`src/rtl/pmc_pkg.sv`:
```
package pmc_pkg;

    typedef enum logic [2:0] {
        MODE_RESET = 3'd0,
        MODE_RUN   = 3'd1,
        MODE_IDLE  = 3'd2,
        MODE_PD    = 3'd3,
        MODE_WAKE  = 3'd4,
        MODE_EMU   = 3'd5
    } mode_e;

    typedef enum logic [1:0] {
        DRV_FUNC = 2'd0,
        DRV_HIGH = 2'd1,
        DRV_LOW  = 2'd2,
        DRV_WEAK = 2'd3
    } drv_e;

    typedef enum logic [1:0] {
        P0_FUNC  = 2'd0,
        P0_HOLD  = 2'd1,
        P0_FLOAT = 2'd2
    } p0_e;

endpackage

```
`src/rtl/pmc_sync.sv`:
```
module pmc_sync #(
    parameter int              WIDTH   = 1,
    parameter logic [WIDTH-1:0] RST_VAL = '0
) (
    input  logic             clk_i,
    input  logic             rst_ni,
    input  logic [WIDTH-1:0] async_i,
    output logic [WIDTH-1:0] sync_o
);

    typedef struct packed {
        logic [WIDTH-1:0] s1;
        logic [WIDTH-1:0] s2;
    } sync_t;

    sync_t sy_d, sy_q;

    always_comb begin
        sy_d.s1 = async_i;
        sy_d.s2 = sy_q.s1;
    end

    always_ff @(posedge clk_i or negedge rst_ni) begin
        if (!rst_ni) begin
            sy_q <= '{s1: RST_VAL, s2: RST_VAL};
        end else begin
            sy_q <= sy_d;
        end
    end

    assign sync_o = sy_q.s2;

endmodule

```
`src/rtl/pmc_rst_qual.sv`:
```
module pmc_rst_qual #(
    parameter int HOLD_CYC = 24
) (
    input  logic clk_i,
    input  logic rst_ni,
    input  logic pin_s_i,
    output logic rst_ok_o
);

    localparam int CW = $clog2(HOLD_CYC + 1);
    localparam logic [CW-1:0] LIMIT = CW'(HOLD_CYC);

    logic [CW-1:0] cnt_d, cnt_q;

    always_comb begin
        if (!pin_s_i) begin
            cnt_d = '0;
        end else if (cnt_q == LIMIT) begin
            cnt_d = cnt_q;
        end else begin
            cnt_d = cnt_q + 1'b1;
        end
    end

    always_ff @(posedge clk_i or negedge rst_ni) begin
        if (!rst_ni) begin
            cnt_q <= '0;
        end else begin
            cnt_q <= cnt_d;
        end
    end

    assign rst_ok_o = (cnt_q == LIMIT);


    rst_ok_needs_pin_chk: assert property (@(posedge clk_i) disable iff (!rst_ni)
        $rose(rst_ok_o) |-> $past(pin_s_i));


    rst_ok_drop_chk: assert property (@(posedge clk_i) disable iff (!rst_ni)
        $fell(rst_ok_o) |-> !$past(pin_s_i));

endmodule

```
`src/rtl/pmc_wake_qual.sv`:
```
module pmc_wake_qual #(
    parameter int NUM_INT = 2
) (
    input  logic [NUM_INT-1:0] lvl_n_i,
    input  logic [NUM_INT-1:0] en_i,
    input  logic [NUM_INT-1:0] edge_i,
    output logic               wake_o
);

    logic [NUM_INT-1:0] hit;

    for (genvar gi = 0; gi < NUM_INT; gi++) begin : g_ch
        assign hit[gi] = en_i[gi] & ~edge_i[gi] & ~lvl_n_i[gi];
    end

    assign wake_o = |hit;

endmodule

```
`src/rtl/pwr_mode_ctrl.sv`:
```
module pwr_mode_ctrl
    import pmc_pkg::*;
#(
    parameter int MC_CYCLES = 12,
    parameter int RST_MC    = 2,
    parameter int NUM_INT   = 2,
    parameter int STAB_W    = 16
) (
    input  logic               clk_i,
    input  logic               rst_ni,
    input  logic               rst_pin_i,
    input  logic               ale_pin_i,
    input  logic               psen_pin_i,
    input  logic               idle_req_i,
    input  logic               pd_req_i,
    input  logic               irq_pend_i,
    input  logic [NUM_INT-1:0] ext_int_n_i,
    input  logic [NUM_INT-1:0] ext_int_en_i,
    input  logic [NUM_INT-1:0] ext_int_edge_i,
    input  logic               ext_exec_i,
    input  logic               cnt_idle_run_i,
    input  logic [STAB_W-1:0]  stab_cnt_i,
    output logic               core_rst_o,
    output logic               cpu_clk_en_o,
    output logic               osc_en_o,
    output logic               per_clk_en_o,
    output logic               cnt_clk_en_o,
    output logic [1:0]         ale_ctl_o,
    output logic [1:0]         psen_ctl_o,
    output logic [1:0]         p0_ctl_o,
    output logic               port_weak_o,
    output logic [2:0]         mode_o
);

    localparam int RST_CYC = MC_CYCLES * RST_MC;
    localparam int SYNC_W  = 3 + NUM_INT;
    localparam logic [SYNC_W-1:0] SYNC_RST = {{NUM_INT{1'b1}}, 3'b110};

    logic [SYNC_W-1:0]  pins_s;
    logic               rst_s, ale_s, psen_s;
    logic [NUM_INT-1:0] int_s;
    logic               rst_ok;
    logic               wake;

    pmc_sync #(
        .WIDTH   (SYNC_W),
        .RST_VAL (SYNC_RST)
    ) u_sync (
        .clk_i   (clk_i),
        .rst_ni  (rst_ni),
        .async_i ({ext_int_n_i, psen_pin_i, ale_pin_i, rst_pin_i}),
        .sync_o  (pins_s)
    );

    assign rst_s  = pins_s[0];
    assign ale_s  = pins_s[1];
    assign psen_s = pins_s[2];
    assign int_s  = pins_s[SYNC_W-1:3];

    pmc_rst_qual #(
        .HOLD_CYC (RST_CYC)
    ) u_rst_qual (
        .clk_i    (clk_i),
        .rst_ni   (rst_ni),
        .pin_s_i  (rst_s),
        .rst_ok_o (rst_ok)
    );

    pmc_wake_qual #(
        .NUM_INT (NUM_INT)
    ) u_wake (
        .lvl_n_i (int_s),
        .en_i    (ext_int_en_i),
        .edge_i  (ext_int_edge_i),
        .wake_o  (wake)
    );

    typedef struct packed {
        mode_e             st;
        logic              arm;
        logic [STAB_W-1:0] cnt;
    } fsm_t;

    fsm_t fsm_d, fsm_q;
    logic stab_done;

    assign stab_done = (fsm_q.cnt == stab_cnt_i);

    always_comb begin
        fsm_d = fsm_q;
        if (rst_ok && fsm_q.st != MODE_RESET) begin
            fsm_d.st  = MODE_RESET;
            fsm_d.arm = 1'b0;
            fsm_d.cnt = '0;
        end else begin
            unique case (fsm_q.st)
                MODE_RESET: begin
                    if (!ale_s && psen_s) begin
                        fsm_d.arm = 1'b1;
                    end
                    if (!rst_ok) begin
                        fsm_d.st  = ((fsm_q.arm || (!ale_s && psen_s)) && !ale_s)
                                    ? MODE_EMU : MODE_RUN;
                        fsm_d.arm = 1'b0;
                    end
                end
                MODE_RUN: begin
                    if (pd_req_i) begin
                        fsm_d.st = MODE_PD;
                    end else if (idle_req_i) begin
                        fsm_d.st = MODE_IDLE;
                    end
                end
                MODE_IDLE: begin
                    if (irq_pend_i) begin
                        fsm_d.st = MODE_RUN;
                    end
                end
                MODE_PD: begin
                    fsm_d.cnt = '0;
                    if (wake) begin
                        fsm_d.st = MODE_WAKE;
                    end
                end
                MODE_WAKE: begin
                    if (!stab_done) begin
                        fsm_d.cnt = fsm_q.cnt + 1'b1;
                    end else if (!wake) begin
                        fsm_d.st  = MODE_RUN;
                        fsm_d.cnt = '0;
                    end
                end
                MODE_EMU: begin
                    fsm_d.st = MODE_EMU;
                end
                default: begin
                    fsm_d.st = MODE_RESET;
                end
            endcase
        end
    end

    always_ff @(posedge clk_i or negedge rst_ni) begin
        if (!rst_ni) begin
            fsm_q <= '{st: MODE_RESET, arm: 1'b0, cnt: '0};
        end else begin
            fsm_q <= fsm_d;
        end
    end

    drv_e pin_drv;
    p0_e  p0_drv;

    always_comb begin
        core_rst_o   = 1'b0;
        cpu_clk_en_o = 1'b0;
        osc_en_o     = 1'b1;
        per_clk_en_o = 1'b0;
        cnt_clk_en_o = 1'b0;
        port_weak_o  = 1'b0;
        pin_drv      = DRV_FUNC;
        p0_drv       = P0_FUNC;
        unique case (fsm_q.st)
            MODE_RESET: begin
                core_rst_o = 1'b1;
                pin_drv    = DRV_WEAK;
                p0_drv     = P0_FLOAT;
            end
            MODE_RUN: begin
                cpu_clk_en_o = 1'b1;
                per_clk_en_o = 1'b1;
                cnt_clk_en_o = 1'b1;
            end
            MODE_IDLE: begin
                per_clk_en_o = 1'b1;
                cnt_clk_en_o = cnt_idle_run_i;
                pin_drv      = DRV_HIGH;
                p0_drv       = ext_exec_i ? P0_FLOAT : P0_HOLD;
            end
            MODE_PD: begin
                osc_en_o = rst_s | wake;
                pin_drv  = DRV_LOW;
                p0_drv   = ext_exec_i ? P0_FLOAT : P0_HOLD;
            end
            MODE_WAKE: begin
                pin_drv = DRV_LOW;
                p0_drv  = ext_exec_i ? P0_FLOAT : P0_HOLD;
            end
            MODE_EMU: begin
                port_weak_o = 1'b1;
                pin_drv     = DRV_WEAK;
                p0_drv      = P0_FLOAT;
            end
            default: begin
                core_rst_o = 1'b1;
            end
        endcase
    end

    assign ale_ctl_o  = pin_drv;
    assign psen_ctl_o = pin_drv;
    assign p0_ctl_o   = p0_drv;
    assign mode_o     = fsm_q.st;


    emu_entry_chk: assert property (@(posedge clk_i) disable iff (!rst_ni)
        ($past(fsm_q.st) == MODE_RESET && fsm_q.st == MODE_EMU) |-> $past(!ale_s));


    emu_hold_chk: assert property (@(posedge clk_i) disable iff (!rst_ni)
        (fsm_q.st == MODE_EMU) |=> (fsm_q.st == MODE_EMU || fsm_q.st == MODE_RESET));


    idle_exit_chk: assert property (@(posedge clk_i) disable iff (!rst_ni)
        ($past(fsm_q.st) == MODE_IDLE && fsm_q.st == MODE_RUN) |-> $past(irq_pend_i));


    wake_exit_chk: assert property (@(posedge clk_i) disable iff (!rst_ni)
        ($past(fsm_q.st) == MODE_WAKE && fsm_q.st == MODE_RUN)
            |-> ($past(stab_done) && !$past(wake)));


    clk_order_chk: assert property (@(posedge clk_i) disable iff (!rst_ni)
        cpu_clk_en_o |-> (osc_en_o && per_clk_en_o));


    pd_wake_cause_chk: assert property (@(posedge clk_i) disable iff (!rst_ni)
        ($past(fsm_q.st) == MODE_PD && fsm_q.st == MODE_WAKE) |-> $past(wake));

endmodule

```
`config.mk`:
```
export PLATFORM = sky130hd
export DESIGN_NAME = pwr_mode_ctrl
export DESIGN_NICKNAME = d
export VERILOG_FILES = /design/src/rtl/pmc_pkg.sv /design/src/rtl/pmc_sync.sv /design/src/rtl/pmc_rst_qual.sv /design/src/rtl/pmc_wake_qual.sv /design/src/rtl/pwr_mode_ctrl.sv
export SDC_FILE = /design/constraint.sdc
export NUM_CORES = 1
export LEC_CHECK = 0
export BUFFER_PORTS_ARGS = -buffer_cell sky130_fd_sc_hd__buf_2
export CAP_MARGIN = 5
export CELL_PAD_IN_SITES_DETAIL_PLACEMENT = 1
export CELL_PAD_IN_SITES_GLOBAL_PLACEMENT = 1
export CORE_UTILIZATION = 41
export DETAILED_ROUTE_END_ITERATION = 8
export HOLD_SLACK_MARGIN = 0.05
export PLACE_DENSITY_LB_ADDON = 0.1
export SLEW_MARGIN = 10
export SYNTH_ARGS = -nofsm -noshare
export SYNTH_HDL_FRONTEND = slang
export SYNTH_SLANG_ARGS = --single-unit
```
`constraint.sdc`:
```
create_clock -name clk_i -period 2.5 [get_ports clk_i]
set_input_delay 0.125 -clock clk_i [delete_from_list [all_inputs] [get_ports clk_i]]
set_output_delay 0.125 -clock clk_i [all_outputs]
set_load 0.01 [all_outputs]
```
==> out/qor.json <==
{
  "status": {
    "run_status": "completed"
  },
  "cells_and_area": {
    "filler_cell_count": 585,
    "non_filler_cells_in_the_finished_layout": 348,
    "antenna_cells_inserted": 0,
    "fin_util_pct": 53.0,
    "post_route_cells_drive_above_1_share_pct": 27.0,
    "flow.area_growth_from_synthesis_pct": 20.4,
    "finish.net_count": 315
  },
  "min_path": {
    "holdPathEnd": "mode_o[1]$_DFFE_PN0P_",
    "hold_path.class": "in -> reg",
    "hold_depth": 3,
    "holdCritStartpoint": "irq_pend_i"
  },
  "sta": {
    "post_route_fraction_of_the_period_consumed_by_the_critical_path_pct": 89.3,
    "max_slew_margin_pct": 46.6,
    "worst_slew_pin_slew_ns": 0.801,
    "post_layout_worst_setup_margin_ns": 0.267,
    "worst_clock_skew_ns": 0.00904,
    "min_clock_period_post_route_ns": 2.23,
    "setup_violations": 0,
    "report.final.hold_viol_count": 0,
    "timing_max_transition_violations_final": 0,
    "fmax_mhz": 448,
    "rsz0062_at_grt": "no",
    "totalNegativeSetupSlack_ns": 0
  },
  "setup_path": {
    "crit_type": "reg -> reg",
    "regToRegStartpoint": "fsm_q[0]$_DFFE_PN0P_",
    "worst_path_dominant_cell_family": "simple AND/OR/NAND/NOR gates",
    "critical_path.startpoint_type": "flop",
    "r2r_cells": 6,
    "worstPathMaxFanout": 4,
    "worstPathBufferInverterCount": 0,
    "critical-path-slowest-cell": "dfrtp_1",
    "critical_path.reg2reg.endpoint": "fsm_q[14]$_DFFE_PN0P_",
    "crit_required_ns": 2.73,
    "cp_common_cell": "or3_1",
    "cp_cell_sequence": "ha_1 -> nand3_1 -> or3_1 -> or3_1 -> a211oi_1 -> a21o_1",
    "setup.reg_to_reg.worst_slack_ns": 0.27,
    "endpoint_kind": "flop",
    "worst_ep_arrival_time_ns": 2.46,
    "max_stage_delay_ns": 0.49
  },
  "floorplanning": {
    "floorplan.initialDensity_pct": 44.0,
    "floorplan.die_area_mm2": 0.00553,
    "top_level_ports": 47,
    "core-area_mm2": 0.00488,
    "die-height_um": 74.4,
    "placementRows": 25,
    "floorplan.die.width_um": 74.4
  },
  "synth": {
    "library_cells_used_by_synthesis": 51,
    "postSynthRegisterBits": 35,
    "synth_fp_nets": 264,
    "postSynth.topFlopCell": "dfrtp_1",
    "post-synth-top-count-cell": "dfrtp_1",
    "synth_area_leaders": "dfrtp_1 31%, dfstp_2 9.8%, xor2_1 6.9%",
    "syn_area_mm2": 0.00215,
    "synth-seq-area-share_pct": 41.3,
    "ys_top_cells_by_count": "27 x dfrtp_1, 17 x xor2_1, 16 x nand2_1",
    "asyncSetResetFlopFracSynth_pct": 100,
    "synth_area_per_inst_um2": 9.38,
    "ys_warn_count": 0,
    "top_area_cell_type_share_of_the_netlist_area_pct": 31.5,
    "number_of_synthesized_flops_with_an_enable_pin": 0,
    "netlist_instances": 229,
    "cell_accounting_for_the_most_synthesized_area": "dfrtp_1"
  },
  "cts": {
    "cts-htree-levels": 2,
    "ctsLongestPathBuffers": 2,
    "post_cts_buffers": 0,
    "clkSlewWorstSetupHoldPaths_ns": 0.07,
    "cts.sinks": 35,
    "cts_resized": 0,
    "clkLatencyLatePin_ns": 0.29,
    "total_cts_buffers": 5,
    "tritoncts": "built",
    "root_buffer": "clkbuf_8"
  },
  "global_route": {
    "overall_track_demand_over_capacity_in_global_routing_pct": 21.8,
    "grt_first_pass_wirelength_um": 8960,
    "grt-ovfl-total": 0,
    "grt_pass1_vias": 1835,
    "grt_start_max_net_pins": 36,
    "antenna_violations_before_repair": 0
  },
  "route": {
    "detail_route.vias_per_cell": 5.61,
    "drc_errors": 0,
    "firstDrtPassIters": 5,
    "antenna_violating_nets_remaining": 0,
    "post_drt_wl_per_cell_um": 16.1,
    "detailroute.via_count": 1952,
    "first_iter_violations": 86,
    "wirelength_um": 5590
  },
  "placed_design": {
    "port_buffers": 46,
    "placedCellCount": 334,
    "gp_routability_congestion": 0.806,
    "place.detailed.hpwl_um": 4160,
    "place_ws_ns": 0.332
  },
  "pwr": {
    "max-vdd-ir-drop_mv": 0.397,
    "p_leak_nw": 1.23,
    "power_per_cell_area_mw_per_mm2": 790
  },
  "flow_run": {
    "max_cap_violations": 0
  }
}
tightest hold or removal path, cell delays in order:
cell,delay [ns]
buf_2,0.08
or4_1,0.12
a21oi_1,0.06
worst max path at each step:
stage | startpoint | to | cells past startpoint
2_1_floorplan | u_rst_qual.cnt_q[0]$_DFFE_PN0P_ | fsm_q[7]$_DFFE_PN0P_ | 8
3_3_place_gp | fsm_q[0]$_DFFE_PN0P_ | fsm_q[14]$_DFFE_PN0P_ | 6
3_5_place_dp | fsm_q[0]$_DFFE_PN0P_ | fsm_q[14]$_DFFE_PN0P_ | 6
4_1_cts | u_rst_qual.cnt_q[0]$_DFFE_PN0P_ | fsm_q[6]$_DFFE_PN0P_ | 6
5_1_grt | fsm_q[0]$_DFFE_PN0P_ | fsm_q[14]$_DFFE_PN0P_ | 6
6_report | fsm_q[0]$_DFFE_PN0P_ | fsm_q[14]$_DFFE_PN0P_ | 6
metrics by stage:
stage	power, mW	cell area, um^2	hold slack, ns
floorplan	1.33	2150	-0.171
global placement	1.58	2420	0.230
detailed placement	1.60	2420	0.231
CTS	2.07	2580	0.136
global route	2.19	2580	0.156
finish	2.04	2580	0.146
what timing repair did:
item,in CTS,in global routing
endpoints found under the hold margin,32,0
setup endpoints to repair,0,0
hold buffers,6,0
where the power goes:
part | internal, mW | leakage [nW] | switching [mW]
Sequential | 0.625 | 0.448 | 0.0643
Combinational | 0.370 | 0.735 | 0.530
Clock | 0.252 | 0.0515 | 0.201
Total | 1.25 | 1.23 | 0.796
registers in the layout, summed over array words and instances (netlist names):
| register | cells |
|---|---|
| u_sync.sy_d | 5 |
| fsm_q | 17 |
| mode_o | 3 |
| u_sync.sync_o | 5 |
| u_rst_qual.cnt_q | 5 |
final cells by class:
type | count | area (um^2) | area share, %
tap | 67 | 83.8 | 3.24
clock buffer | 8 | 100 | 3.87
inverter | 7 | 26.3 | 1.02
multi-input combinational | 169 | 1120 | 43.5
sequential | 35 | 886 | 34.3
timing repair buffer | 62 | 365 | 14.1
cell families after synthesis:
kind of cell    share of synthesized area (%)
fa+ha+maj                                1.75
mux                                     0.466
flops                                    41.3
xor+xnor                                 8.57
compound gates                           17.7
buf+inv                                  6.41
simple gates                             23.8
metal layers:
metal / part of all wire, % / GRT usage, % / up-vias
li1: - / - / 933
met1: 46 / 30.0 / 964
met2: 48 / 34.5 / 46
met3: 3.9 / 4.74 / 9
met4: 1.5 / 6.50 / 0
met5: 0 / 0 / -
cells in the final DEF, fill, tap and decap left out, types with 4 or more instances in the layout:
master,count
a211oi_1,6
a21o_1,8
a21oi_1,8
a221o_1,4
and2_1,5
and3_1,4
buf_2,46
buf_4,10
clkbuf_8,7
dfrtp_1,27
dfstp_2,8
dlygate4sd3_1,6
inv_1,7
nand2_1,16
nand3_1,13
nand4_1,5
nor2_1,14
nor4_1,7
o211ai_1,4
o21ai_0,6
or3_1,5
or4_1,5
xnor2_1,4
xor2_1,17
No activity file was read; power rests on OpenSTA's default activity.
